[src/rtl/erase_split_pkg.sv]
package erase_split_pkg;

  typedef enum logic [1:0] {
    ST_OK  = 2'd0,
    ST_ARG = 2'd1,
    ST_HW  = 2'd2
  } esp_status_e;

  typedef enum logic {
    EK_SMALL = 1'b0,
    EK_LARGE = 1'b1
  } esp_kind_e;

  typedef enum logic [1:0] {
    S_IDLE  = 2'd0,
    S_ISSUE = 2'd1,
    S_WAIT  = 2'd2,
    S_RESP  = 2'd3
  } esp_state_e;

endpackage

[src/rtl/esp_align_check.sv]
module esp_align_check #(
  parameter int AW         = 32,
  parameter int SMALL_LOG2 = 12
) (
  input  logic [AW-1:0] offset,
  input  logic [AW-1:0] length,
  output logic          aligned,
  output logic          empty
);
  logic off_ok;
  logic len_ok;

  assign off_ok  = (offset[SMALL_LOG2-1:0] == '0);
  assign len_ok  = (length[SMALL_LOG2-1:0] == '0);
  assign aligned = off_ok && len_ok;
  assign empty   = (length == '0);
endmodule

[src/rtl/esp_size_pick.sv]
module esp_size_pick
  import erase_split_pkg::*;
#(
  parameter int AW         = 32,
  parameter int SMALL_LOG2 = 12,
  parameter int LARGE_LOG2 = 16
) (
  input  logic [AW-1:0] cur_off,
  input  logic [AW-1:0] cur_rem,
  output esp_kind_e     kind,
  output logic [AW-1:0] step
);
  localparam logic [AW-1:0] ONE         = {{(AW-1){1'b0}}, 1'b1};
  localparam logic [AW-1:0] SMALL_BYTES = ONE << SMALL_LOG2;
  localparam logic [AW-1:0] LARGE_BYTES = ONE << LARGE_LOG2;

  logic on_large_boundary;
  logic large_fits;

  assign on_large_boundary = (cur_off[LARGE_LOG2-1:0] == '0);
  assign large_fits        = (cur_rem >= LARGE_BYTES);

  always_comb begin
    if (on_large_boundary && large_fits) begin
      kind = EK_LARGE;
      step = LARGE_BYTES;
    end else begin
      kind = EK_SMALL;
      step = SMALL_BYTES;
    end
  end
endmodule

[src/rtl/esp_ctrl.sv]
module esp_ctrl
  import erase_split_pkg::*;
#(
  parameter int AW         = 32,
  parameter int CNT_W      = 16,
  parameter int SMALL_LOG2 = 12,
  parameter int LARGE_LOG2 = 16
) (
  input  logic             clk,
  input  logic             rst_n,
  input  logic             req_valid,
  input  logic [AW-1:0]    req_offset,
  input  logic [AW-1:0]    req_length,
  input  logic             chk_aligned,
  input  logic             chk_empty,
  input  esp_kind_e        pick_kind,
  input  logic [AW-1:0]    pick_step,
  input  logic             cmd_done,
  input  logic             cmd_error,
  output logic             req_ready,
  output logic             rsp_valid,
  output esp_status_e      rsp_status,
  output logic             cmd_start,
  output esp_kind_e        cmd_kind,
  output logic [AW-1:0]    cmd_addr,
  output logic             busy,
  output logic [AW-1:0]    walk_off,
  output logic [AW-1:0]    walk_rem,
  output logic [CNT_W-1:0] issued_count
);
  localparam logic [AW-1:0] LARGE_BYTES = {{(AW-1){1'b0}}, 1'b1} << LARGE_LOG2;

  esp_state_e       state_q,  state_d;
  logic [AW-1:0]    off_q,    off_d;
  logic [AW-1:0]    rem_q,    rem_d;
  logic [CNT_W-1:0] cnt_q,    cnt_d;
  esp_status_e      status_q, status_d;
  logic             accept;
  logic             last_step;

  assign accept    = req_valid && (state_q == S_IDLE);
  assign last_step = (rem_q == pick_step);

  always_comb begin
    state_d  = state_q;
    off_d    = off_q;
    rem_d    = rem_q;
    cnt_d    = cnt_q;
    status_d = status_q;
    unique case (state_q)
      S_IDLE: begin
        if (accept) begin
          off_d = req_offset;
          rem_d = req_length;
          cnt_d = '0;
          if (!chk_aligned) begin
            status_d = ST_ARG;
            state_d  = S_RESP;
          end else if (chk_empty) begin
            status_d = ST_OK;
            state_d  = S_RESP;
          end else begin
            cnt_d   = {{(CNT_W-1){1'b0}}, 1'b1};
            state_d = S_ISSUE;
          end
        end
      end
      S_ISSUE: state_d = S_WAIT;
      S_WAIT: begin
        if (cmd_error) begin
          status_d = ST_HW;
          state_d  = S_RESP;
        end else if (cmd_done) begin
          off_d = off_q + pick_step;
          rem_d = rem_q - pick_step;
          if (last_step) begin
            status_d = ST_OK;
            state_d  = S_RESP;
          end else begin
            cnt_d   = cnt_q + 1'b1;
            state_d = S_ISSUE;
          end
        end
      end
      S_RESP: state_d = S_IDLE;
      default: state_d = S_IDLE;
    endcase
  end

  always_ff @(posedge clk or negedge rst_n) begin
    if (!rst_n) begin
      state_q  <= S_IDLE;
      off_q    <= '0;
      rem_q    <= '0;
      cnt_q    <= '0;
      status_q <= ST_OK;
    end else begin
      state_q  <= state_d;
      off_q    <= off_d;
      rem_q    <= rem_d;
      cnt_q    <= cnt_d;
      status_q <= status_d;
    end
  end

  assign req_ready    = (state_q == S_IDLE);
  assign rsp_valid    = (state_q == S_RESP);
  assign rsp_status   = status_q;
  assign cmd_start    = (state_q == S_ISSUE);
  assign cmd_kind     = pick_kind;
  assign cmd_addr     = off_q;
  assign busy         = (state_q != S_IDLE);
  assign walk_off     = off_q;
  assign walk_rem     = rem_q;
  assign issued_count = cnt_q;

  // a misaligned request goes straight to an argument-error response
  p_arg_reject_r1: assert property (@(posedge clk) disable iff (!rst_n)
    (accept && !chk_aligned) |=> (rsp_valid && rsp_status == ST_ARG && !cmd_start));

  // an empty aligned request answers success without a command
  p_empty_ok_r2: assert property (@(posedge clk) disable iff (!rst_n)
    (accept && chk_aligned && chk_empty) |=> (rsp_valid && rsp_status == ST_OK && !cmd_start));

  // a large erase only at a large boundary with a full large block left
  p_large_fit_r3: assert property (@(posedge clk) disable iff (!rst_n)
    (cmd_start && cmd_kind == EK_LARGE) |->
      (cmd_addr[LARGE_LOG2-1:0] == '0 && rem_q >= LARGE_BYTES));

  // every command lands on a small-sector boundary
  p_addr_aligned_r1: assert property (@(posedge clk) disable iff (!rst_n)
    cmd_start |-> (cmd_addr[SMALL_LOG2-1:0] == '0));

  // a completed command advances the walk by its size
  p_advance_r4: assert property (@(posedge clk) disable iff (!rst_n)
    (state_q == S_WAIT && cmd_done && !cmd_error) |=>
      (off_q == $past(off_q) + $past(pick_step)));

  // the start strobe lasts one cycle
  p_start_pulse_r5: assert property (@(posedge clk) disable iff (!rst_n)
    cmd_start |=> !cmd_start);

  // an error ends the walk with a hardware-error response
  p_err_stop_r6: assert property (@(posedge clk) disable iff (!rst_n)
    (state_q == S_WAIT && cmd_error) |=> (rsp_valid && rsp_status == ST_HW && !cmd_start));

  // response is a single-cycle pulse followed by idle
  p_rsp_pulse_r7: assert property (@(posedge clk) disable iff (!rst_n)
    rsp_valid |=> (!rsp_valid && req_ready));
endmodule

[src/rtl/erase_splitter.sv]
module erase_splitter
  import erase_split_pkg::*;
#(
  parameter int AW         = 32,
  parameter int CNT_W      = 16,
  parameter int SMALL_LOG2 = 12,
  parameter int LARGE_LOG2 = 16
) (
  input  logic             clk,
  input  logic             rst_n,
  input  logic             req_valid,
  output logic             req_ready,
  input  logic [AW-1:0]    req_offset,
  input  logic [AW-1:0]    req_length,
  output logic             rsp_valid,
  output logic [1:0]       rsp_status,
  output logic             cmd_start,
  output logic             cmd_kind,
  output logic [AW-1:0]    cmd_addr,
  input  logic             cmd_done,
  input  logic             cmd_error,
  output logic             busy,
  output logic [AW-1:0]    cur_offset,
  output logic [CNT_W-1:0] issued_count
);
  logic          chk_aligned;
  logic          chk_empty;
  esp_kind_e     pick_kind;
  logic [AW-1:0] pick_step;
  logic [AW-1:0] walk_off;
  logic [AW-1:0] walk_rem;
  esp_status_e   status_w;
  esp_kind_e     kind_w;

  esp_align_check #(.AW(AW), .SMALL_LOG2(SMALL_LOG2)) u_check (
    .offset  (req_offset),
    .length  (req_length),
    .aligned (chk_aligned),
    .empty   (chk_empty)
  );

  esp_size_pick #(.AW(AW), .SMALL_LOG2(SMALL_LOG2), .LARGE_LOG2(LARGE_LOG2)) u_pick (
    .cur_off (walk_off),
    .cur_rem (walk_rem),
    .kind    (pick_kind),
    .step    (pick_step)
  );

  esp_ctrl #(.AW(AW), .CNT_W(CNT_W), .SMALL_LOG2(SMALL_LOG2), .LARGE_LOG2(LARGE_LOG2)) u_ctrl (
    .clk          (clk),
    .rst_n        (rst_n),
    .req_valid    (req_valid),
    .req_offset   (req_offset),
    .req_length   (req_length),
    .chk_aligned  (chk_aligned),
    .chk_empty    (chk_empty),
    .pick_kind    (pick_kind),
    .pick_step    (pick_step),
    .cmd_done     (cmd_done),
    .cmd_error    (cmd_error),
    .req_ready    (req_ready),
    .rsp_valid    (rsp_valid),
    .rsp_status   (status_w),
    .cmd_start    (cmd_start),
    .cmd_kind     (kind_w),
    .cmd_addr     (cmd_addr),
    .busy         (busy),
    .walk_off     (walk_off),
    .walk_rem     (walk_rem),
    .issued_count (issued_count)
  );

  assign rsp_status = status_w;
  assign cmd_kind   = kind_w;
  assign cur_offset = walk_off;
endmodule

[config.mk]
export PLATFORM = sky130hd
export DESIGN_NAME = erase_splitter
export DESIGN_NICKNAME = d
export VERILOG_FILES = /design/src/rtl/erase_split_pkg.sv /design/src/rtl/esp_align_check.sv /design/src/rtl/esp_size_pick.sv /design/src/rtl/esp_ctrl.sv /design/src/rtl/erase_splitter.sv
export SDC_FILE = /design/constraint.sdc
export NUM_CORES = 1
export LEC_CHECK = 0
export BUFFER_PORTS_ARGS = -buffer_cell sky130_fd_sc_hd__buf_2
export CORE_UTILIZATION = 25
export CTS_CLUSTER_SIZE = 8
export DETAILED_ROUTE_END_ITERATION = 10
export PLACE_DENSITY = 0.53
export SETUP_SLACK_MARGIN = 0.2
export SLEW_MARGIN = 30
export SYNTH_ARGS = -nofsm -noshare
export SYNTH_HDL_FRONTEND = slang
export SYNTH_SLANG_ARGS = --single-unit
export TNS_END_PERCENT = 30
[constraint.sdc]
create_clock -name clk -period 4.13 [get_ports clk]
set_input_delay 0.826 -clock clk [delete_from_list [all_inputs] [get_ports clk]]
set_output_delay 0.826 -clock clk [all_outputs]
set_load 0.05 [all_outputs]
## Yosys cells after proc, flatten, opt, wreduce, memory -nomap -nowiden

Cells that the tools add are included.

- Equality and inequality tests: 11
- Magnitude comparators: 1
- $add $sub $neg: 3
- Multiplexer cells: 31
- Reductions and logical operators: 14

Operator list:

| cell | count |
|---|---|
| two-way mux 32 bit | 6 |
| case mux 32 bit (2 select lines) | 2 |
| two-way mux 16 bit | 5 |
| adder 32 x 17 -> 32 bit | 1 |
| == test 32 x 17 -> 1 bit | 1 |
| greater-or-equal comparator 32 x 17 -> 1 bit, second input constant | 1 |
| logical NOT 32 bit | 1 |
| case mux 16 bit (2 select lines) | 1 |
| subtractor 32 x 17 -> 32 bit | 1 |
| logical NOT 12 bit | 2 |
| two-way mux 2 bit | 12 |
| two-way mux 17 bit | 1 |
| adder 16 x 1 -> 16 bit, second input constant | 1 |
| logical NOT 16 bit | 1 |
| AND reduction 5 bit | 2 |
| case mux 2 bit (4 select lines) | 1 |
| inequality test 2 bit, second input constant | 3 |
| inequality test 3 bit, second input constant | 2 |
| == test 2 bit, second input constant | 2 |
| case mux 2 bit (2 select lines) | 1 |
| AND reduction 4 bit | 1 |
| nonzero test 2 bit | 2 |
| logical AND 1 bit | 3 |
| inequality test 3 x 2 -> 1 bit, second input constant | 1 |
| other kinds (5) | 6 |

- Bits in registers: 84
- Input bits: 69

## Longest topological paths before layout

Gate-level depths: netlist (run 1).

- Depth after elaboration: 8
- Mapped depth: 12
- Gate-level depth less buffers: 11

## By module

From an unflattened synthesis (run 1), not the netlist that was laid out.

- Cells, all modules: 978
- Area, all modules: 7678.6 sq um

Modules (own cells, without submodules):

| module | instances | area an instance (sq um) | sequential area each (sq um) | cells an instance |
|---|---|---|---|---|
| esp_ctrl | 1 | 7240.7 | 2102.0 | 918 |
| esp_size_pick | 1 | 336.6 | 0.0 | 43 |
| esp_align_check | 1 | 101.3 | 0.0 | 17 |

## Least setup slack after synthesis (run 1)

No wires, ideal clock.

- Path type: flip-flop to flip-flop
- Start point: register u_ctrl.rem_q[23], in the netlist u_ctrl.walk_rem[23]
- End point: register u_ctrl.rem_q[22], in the netlist u_ctrl.walk_rem[22]
- Arrival: 3.575 ns
- Period minus slack after synthesis: 3.652 ns
- Data required time: 4.053 ns
- Path slack: 0.478 ns
- Library setup time: 0.077 ns
- Stages on the path, launching flop included: 11
- Buffers on the path: 0
- Path through: dfrtp_1 > or4_4 > nor3_1 > a21o_1 > ha_1 > ha_1 > or3b_1 > a2111oi_4 > nand2b_2 > or4_1 > a21oi_1

- Cells in the longest elaborated chain, start to end: 7

Ends and longest elaborated chain:

| what | RTL line | source |
|---|---|---|
| start: declaration | esp_ctrl.sv:35 | `logic [AW-1:0] rem_q, rem_d;` |
| start signal: assignment | esp_ctrl.sv:100 | `rem_q <= rem_d;` |
| greater-or-equal comparator 32 x 17 -> 1 bit | esp_size_pick.sv:21 | `assign large_fits = (cur_rem >= LARGE_BYTES);` |
| logical AND 1 bit | esp_size_pick.sv:24 | `if (on_large_boundary && large_fits) begin` |
| two-way mux 17 bit | esp_size_pick.sv:24 |  |
| subtractor 32 x 17 -> 32 bit | esp_ctrl.sv:75 | `rem_d = rem_q - pick_step;` |
| two-way mux 32 bit | esp_ctrl.sv:73 | `end else if (cmd_done) begin` |
| two-way mux 32 bit | esp_ctrl.sv:70 | `if (cmd_error) begin` |
| case mux 32 bit (2 select lines) | esp_ctrl.sv:50 | `unique case (state_q)` |

Every way passes these cells. The select of a mux whose other input is x is not followed.
A chain may end at the register's enable or synchronous reset.

## Worst setup path after layout (run 1)

Ends and elaborated chain as after synthesis.

==> flow_summary_export.csv, run 1 <==
group,metric,value,unit
sta,period_minus_slack,3.625,ns
clocking,cts_made_buffers,9,
die,num_rows,51,
sta,clock.fmax,0.2758,GHz
sta,finalSetupTns,0,ns
critical_path,cpPeakStageDelay,0.59,ns
grt,met2_usage,23.61,%
critical_path,cpMostUsedCell,"ha_1",
sta,finClkSkew,0.008304,ns
sta,tightest_slew,0.9038,ns
critical_path,slowest_stage,"or4_4",
final_layout,area_growth,23.00,%
placed_design,io_buffers,155,
synth,netlist_area,5005,um^2
final_layout,multi_input_area,2530,um^2
clocking,clkSlewWorstSetupHoldPaths,0.06,ns
sta,setup_viol,0,
power_and_ir_drop,peakVddDrop,0.0003695,V
routing,vias,4844,
synth,synth_edf_count,0,
clocking,insertion_delay,0.35,ns
sta,post-route-period-util,87.78,%
final_layout,final_layout_size_suffix_gt1_share,28.09,%
routing,wire_per_inst,15.72,um
power_and_ir_drop,powerDensity,891.6,nW/um^2
sta,slew_viol_final,0,
routing,wirelength,15460,um
grt,met3_usage,2.732,%
grt,grt_overflow,0,
critical_path,cp-end-kind,"flop",
final_layout,nFillCells,2127,
critical_path,cp-start-kind,"flop",
final_layout,antennaDiodeCount,0,
grt,antenna_found_initial,0,
critical_path,worstPathCellList,"or4_4, nor3_1, a21o_1, ha_1, ha_1, or3b_1, a2111oi_4, nand2b_2, or4_1, a21oi_1",
synth,synthDistinctLibCells,63,
clocking,cts_tree,"yes",
critical_path,worstPathBufferInverterCount,0,
critical_path,cp.arrival,3.90,ns
clocking,clockBufferDepth,2,
placed_design,gp_congestion,0.7923,
die,initial_core_util,25.63,%
synth,synth_warnings,0,
final_layout,ff_latch_area,2102,um^2
final_layout,finalNetCount,791,
routing,drtIter0Drc,286,
synth,async_flop_share,100.0,%
placed_design,post-place-ws,0.5351,ns
grt,use_met1,21.19,%
job,maxCapViolations,0,
min_path,hp-class,"input pin to asynchronous set/reset pin",
grt,grt_pass1_vias,4320,
routing,drt-pass1-iter-count,5,
clocking,ctsHtreeMaxLevel,3,
clocking,ctsRootBufferMaster,"clkbuf_16",
grt,grt_max_degree,40,
synth,syn_nets,677,
critical_path,required,4.41,ns
critical_path,crit_type,"flop to flop",
die,io_pins,156,
sta,worst_slack,0.5046,ns
synth,ys_ff_latch,84,
die,die_w,143.5,um
clocking,ctsHoldBuffers,0,
synth,syn_avg_cell_area,8.327,um^2
die,coreArea,19530,um^2
synth,synth_cells,601,
clocking,clkSinkCount,84,
grt,grt_first_pass_wirelength,23700,um
clocking,ctsResizeCount,0,
die,die_height,143.5,um
synth,synthFlopType,"dfrtp_1",
critical_path,crit_fanout,5,
routing,antenna_left,0,
power_and_ir_drop,leakage,2.795,nW
final_layout,final_common_cell,"buf_2",
final_layout,final_cell_mix,"154 x buf_2, 112 x nand2_1, 84 x dfrtp_1",
grt,grt-busiest-layer,"met2",
die,dieArea,20590,um^2
critical_path,cpLargestDelayFamily,"simple AND/OR/NAND/NOR gates",
sta,max-slew-margin-rel,39.38,%
sta,finalHoldViolCount,0,
grt,grt.total_usage,15.22,%
clocking,cts_setup_buffers,0,
routing,avgViaCountPerCell,4.923,
synth,ys_seq_area_share,42.00,%
routing,drc_errors,0,
placed_design,hpwl,11340,um
sta,rsz0062_at_grt,"false",
run_status,status,"finished, final reports clean",
-- sequential cells by signal, indices dropped and copies added (netlist names) --
| register | count |
|---|---|
| u_ctrl.cmd_addr | 32 |
| u_ctrl.rsp_status | 2 |
| u_ctrl.issued_count | 16 |
| u_ctrl.walk_rem | 32 |
| u_ctrl.state_q | 2 |
-- power breakdown --
group | total [mW] | switching, mW | internal (mW)
clock network | 0.800 | 0.336 | 0.463
registers | 1.57 | 0.407 | 1.16
logic | 3.12 | 2.28 | 0.841
-- per-stage QoR --
| step | util (%) | total power [mW] | cells | hold slack (ns) | cell area, um^2 |
|---|---|---|---|---|---|
| 2_1_floorplan | - | 4.077 | 601 | 0.4460 | 5005 |
| 6_report | 31.53 | 5.489 | 984 | 0.4529 | 6156 |
| 5_1_grt | 31.53 | 5.869 | 984 | 0.4910 | 6156 |
| 3_3_place_gp | 30.08 | 4.713 | 969 | 0.4610 | 5873 |
| 4_1_cts | 31.53 | 5.545 | 984 | 0.4752 | 6156 |
| 3_5_place_dp | 30.08 | 4.720 | 969 | 0.4671 | 5873 |
-- synth_stat cells, types with 11 or more instances --
| library cell | n | share of area (%) |
|---|---|---|
| o21ai_0 | 38 | 3.8 |
| or3_1 | 14 | 1.7 |
| o22ai_1 | 11 | 1.4 |
| nand2_1 | 112 | 8.4 |
| dfrtp_1 | 84 | 42 |
| a21oi_1 | 51 | 5.1 |
| nand4_1 | 17 | 2.1 |
| nand3_1 | 20 | 2.0 |
| buf_4 | 33 | 5.0 |
| clkbuf_1 | 29 | 2.2 |
| nor2_1 | 37 | 2.8 |
| nor4_1 | 20 | 2.5 |
-- final timing paths --
path                       slack [ns]                      to  depth (start not counted)           startpoint
max reg2reg                      0.50     u_ctrl.walk_rem[22]                         10  u_ctrl.walk_rem[23]
max in group asynchronous        2.89  u_ctrl.issued_count[0]                          2                rst_n
max                              0.50     u_ctrl.walk_rem[22]                         10  u_ctrl.walk_rem[23]
min                              0.45  u_ctrl.issued_count[9]                          1                rst_n
min reg2reg                      0.48      u_ctrl.walk_rem[0]                          2   u_ctrl.walk_rem[0]
min in group clk                 0.48      u_ctrl.walk_rem[0]                          2   u_ctrl.walk_rem[0]
-- routing by layer --
layer,routed length [um],up-vias
li1,-,2385
met1,7470,2304
met2,7068,143
met3,730,12
met4,195,0
met5,0,-
-- layout make-up --
cell class                 count  area share, %
clock buffer                  10          3.720
clock inverter                 5         0.8740
inverter                       9         0.5488
multi-input combinational    443          41.10
sequential                    84          34.15
tap                          265          5.386
timing repair buffer         168          14.23
-- kinds of logic (layout without fill, tap and decap cells) --
| family | count (synthesis) | in the layout | share of synthesized area [%] |
|---|---|---|---|
| AO/OA/AOI/OAI | 163 | 163 | 20.85 |
| XOR/XNOR | 2 | 2 | 0.3501 |
| adder cells (fa/ha/maj) | 7 | 7 | 1.750 |
| buffers and inverters | 74 | 192 | 8.200 |
| flip-flops | 84 | 84 | 42.00 |
| multiplexers | 2 | 2 | 0.4000 |
| AND/OR/NAND/NOR | 269 | 269 | 26.45 |
(Power assumes the default switching activity.)
==> run 2: changes to the inputs <==
ABC_AREA = 1   (was not set)
CTS_BUF_LIST = sky130_fd_sc_hd__clkbuf_8 sky130_fd_sc_hd__clkbuf_16   (was not set)
PLACE_DENSITY = 0.52   (was 0.53)
==> flow_summary_export.csv, run 2 <==
group,metric,value,unit
routing,avgViaCountPerCell,4.566,
power_and_ir_drop,p_comb_share,60.0,%
routing,drtIter0Drc,203,
critical_path,worstPathBufferInverterCount,1,
job,maxCapViolations,0,
grt,antenna_found_initial,0,
synth,synthDistinctLibCells,34,
sta,setup_viol,0,
final_layout,antennaDiodeCount,0,
final_layout,ff_latch_area,2102,um^2
die,coreArea,22640,um^2
final_layout,nFillCells,2523,
critical_path,worstPathCellList,"nor4_1, nand4_1, a21oi_1, inv_1, ha_1, nand2_1, nor2_1, nand2_1, nor2_1, nand2_1, nand2_1, nand2_1, nand3_1, nand2_1",
sta,post-route-period-util,83.47,%
routing,antenna_left,0,
sta,period_minus_slack,3.447,ns
sta,finClkSkew,0.008910,ns
placed_design,place_area,6578,um^2
final_layout,fin_util,30.32,%
run_status,status,"finished, final reports clean",
power_and_ir_drop,swShare,57.68,%
placed_design,hpwl,12690,um
clocking,cts_tree,"yes",
routing,drt-pass1-iter-count,4,
die,dieArea,23750,um^2
final_layout,finalNetCount,1051,
sta,tightest_slew,0.7548,ns
routing,drc_errors,0,
synth,synth_cells,861,
final_layout,final_common_cell,"nand2_1",
final_layout,multi_input_area,3008,um^2
final_layout,final_layout_size_suffix_gt1_share,20.84,%
synth,synth_edf_count,0,
synth,synthTopCellsByCount,"249 x nand2_1, 153 x nor2_1, 84 x dfrtp_1, 79 x nand3_1, 78 x inv_1",
clocking,cts_made_buffers,9,
synth,syn_avg_cell_area,6.718,um^2
critical_path,crit_fanout,13,
grt,grt_overflow,0,
min_path,hp-class,"input pin to asynchronous set/reset pin",
synth,yosysMostFrequentCell,"nand2_1",
final_layout,final_cell_mix,"249 x nand2_1, 154 x buf_2, 153 x nor2_1",
die,initial_core_util,25.55,%
synth,synth_top_area_cell,"dfrtp_1",
synth,async_flop_share,100.0,%
sta,slew_viol_final,0,
synth,ys_ff_latch,84,
synth,synth_warnings,0,
power_and_ir_drop,leakage,3.474,nW
grt,grt_pass1_vias,5434,
power_and_ir_drop,finalPower,5.840,mW
critical_path,cpMostUsedCell,"nand2_1",
routing,wire_per_inst,13.73,um
sta,worst_slack,0.6828,ns
synth,ys_seq_area_share,36.34,%
power_and_ir_drop,power_switching,3.368,mW
clocking,insertion_delay,0.35,ns
clocking,ctsRootBufferMaster,"clkbuf_16",
die,io_pins,156,
clocking,ctsHtreeMaxLevel,3,
synth,synth_top_area_share,36.34,%
critical_path,cpLargestDelayFamily,"simple AND/OR/NAND/NOR gates",
critical_path,cp-start-kind,"flop",
sta,finalHoldViolCount,0,
power_and_ir_drop,clkPwrFrac,13.5,%
die,die_height,154.1,um
clocking,clkSlewWorstSetupHoldPaths,0.06,ns
placed_design,io_buffers,155,
sta,clock.fmax,0.2901,GHz
synth,yosys-top-cells-area,"dfrtp_1 36%, nand2_1 16%, nor2_1 9.9%",
critical_path,cpPeakStageDelay,0.54,ns
sta,max-slew-margin-rel,49.68,%
critical_path,slowest_stage,"nor4_1",
placed_design,gp_congestion,0.8633,
routing,wirelength,17360,um
final_layout,area_growth,18.67,%
critical_path,cp-end-kind,"flop",
sta,finalSetupTns,0,ns
critical_path,cp.arrival,3.68,ns
grt,grt_max_degree,72,
die,die_w,154.1,um
synth,synthFlopType,"dfrtp_1",
die,num_rows,55,
synth,netlist_area,5784,um^2
final_layout,finalInstanceArea,6864,um^2
synth,syn_nets,937,
clocking,cts_setup_buffers,0,
clocking,clkSinkCount,84,
power_and_ir_drop,peakVddDrop,0.0005869,V
power_and_ir_drop,p_int,2.472,mW
grt,grt.total_usage,15.02,%
critical_path,crit_type,"flop to flop",
power_and_ir_drop,powerDensity,850.8,nW/um^2
clocking,clockBufferDepth,2,
placed_design,post-place-ws,0.5328,ns
routing,vias,5771,
critical_path,required,4.36,ns
power_and_ir_drop,sequentialPowerShare,26.5,%
clocking,ctsHoldBuffers,0,
sta,rsz0062_at_grt,"false",
grt,grt_first_pass_wirelength,28230,um
[run 2: repair_timing]
item,CTS,global route
endpoints found under the hold margin,0,0
endpoints found under the setup margin,0,2
gates resized for setup,0,1
[run 2: final timing paths]
path                                      start                endpoint  slack, ns  depth (start not counted)
setup / recovery            u_ctrl.cmd_addr[14]  u_ctrl.issued_count[0]       0.68                         14
hold reg to reg            u_ctrl.rsp_status[0]    u_ctrl.rsp_status[0]       0.50                          2
hold / removal                            rst_n     u_ctrl.cmd_addr[13]       0.49                          1
setup reg to reg            u_ctrl.cmd_addr[14]  u_ctrl.issued_count[0]       0.68                         14
max in group asynchronous                 rst_n      u_ctrl.walk_rem[0]       2.91                          2
min in group clk           u_ctrl.rsp_status[0]    u_ctrl.rsp_status[0]       0.50                          2
[run 2: stage by stage]
stage | instances | hold slack (ns)
after floorplan | 861 | 0.4712
after global placement | 1249 | 0.4885
after detailed placement | 1249 | 0.4776
after CTS | 1264 | 0.5033
after global routing | 1264 | 0.5153
final | 1264 | 0.4915
[run 2: final cells by class]
cell class                 count  area share (%)
sequential                    84           30.62
clock buffer                  10           3.482
tap                          285           5.195
inverter                      80           4.375
timing repair buffer         160           11.94
clock inverter                 5          0.5651
multi-input combinational    640           43.82
[run 2: power by group through the flow]
stage               Sequential (mW)  Clock, mW  Combinational, mW
floorplan                      2.06          0               2.39
detailed placement             1.56          0               3.52
global route                   1.61      0.849               3.83
CTS                            1.55      0.819               3.52
finish                         1.55      0.790               3.50
global placement               1.55          0               3.50
[run 2: metal layers]
metal / part of all wire (%) / global-route usage (%) / up-vias
li1: - / - / 2962
met1: 46 / 18.84 / 2655
met2: 48 / 26.23 / 140
met3: 3.8 / 2.565 / 14
met4: 1.7 / 4.429 / 0
met5: 0 / 0 / -
[run 2: kinds of logic (layout without fill, tap and decap cells)]
family	count (synthesis)	after routing	synth area share (%)
simple gates	527	527	37.77
buf+inv	137	255	11.75
flops	84	84	36.34
compound gates	78	78	7.701
mux	16	16	3.115
xor+xnor	12	12	1.817
fa+ha+maj	7	7	1.514
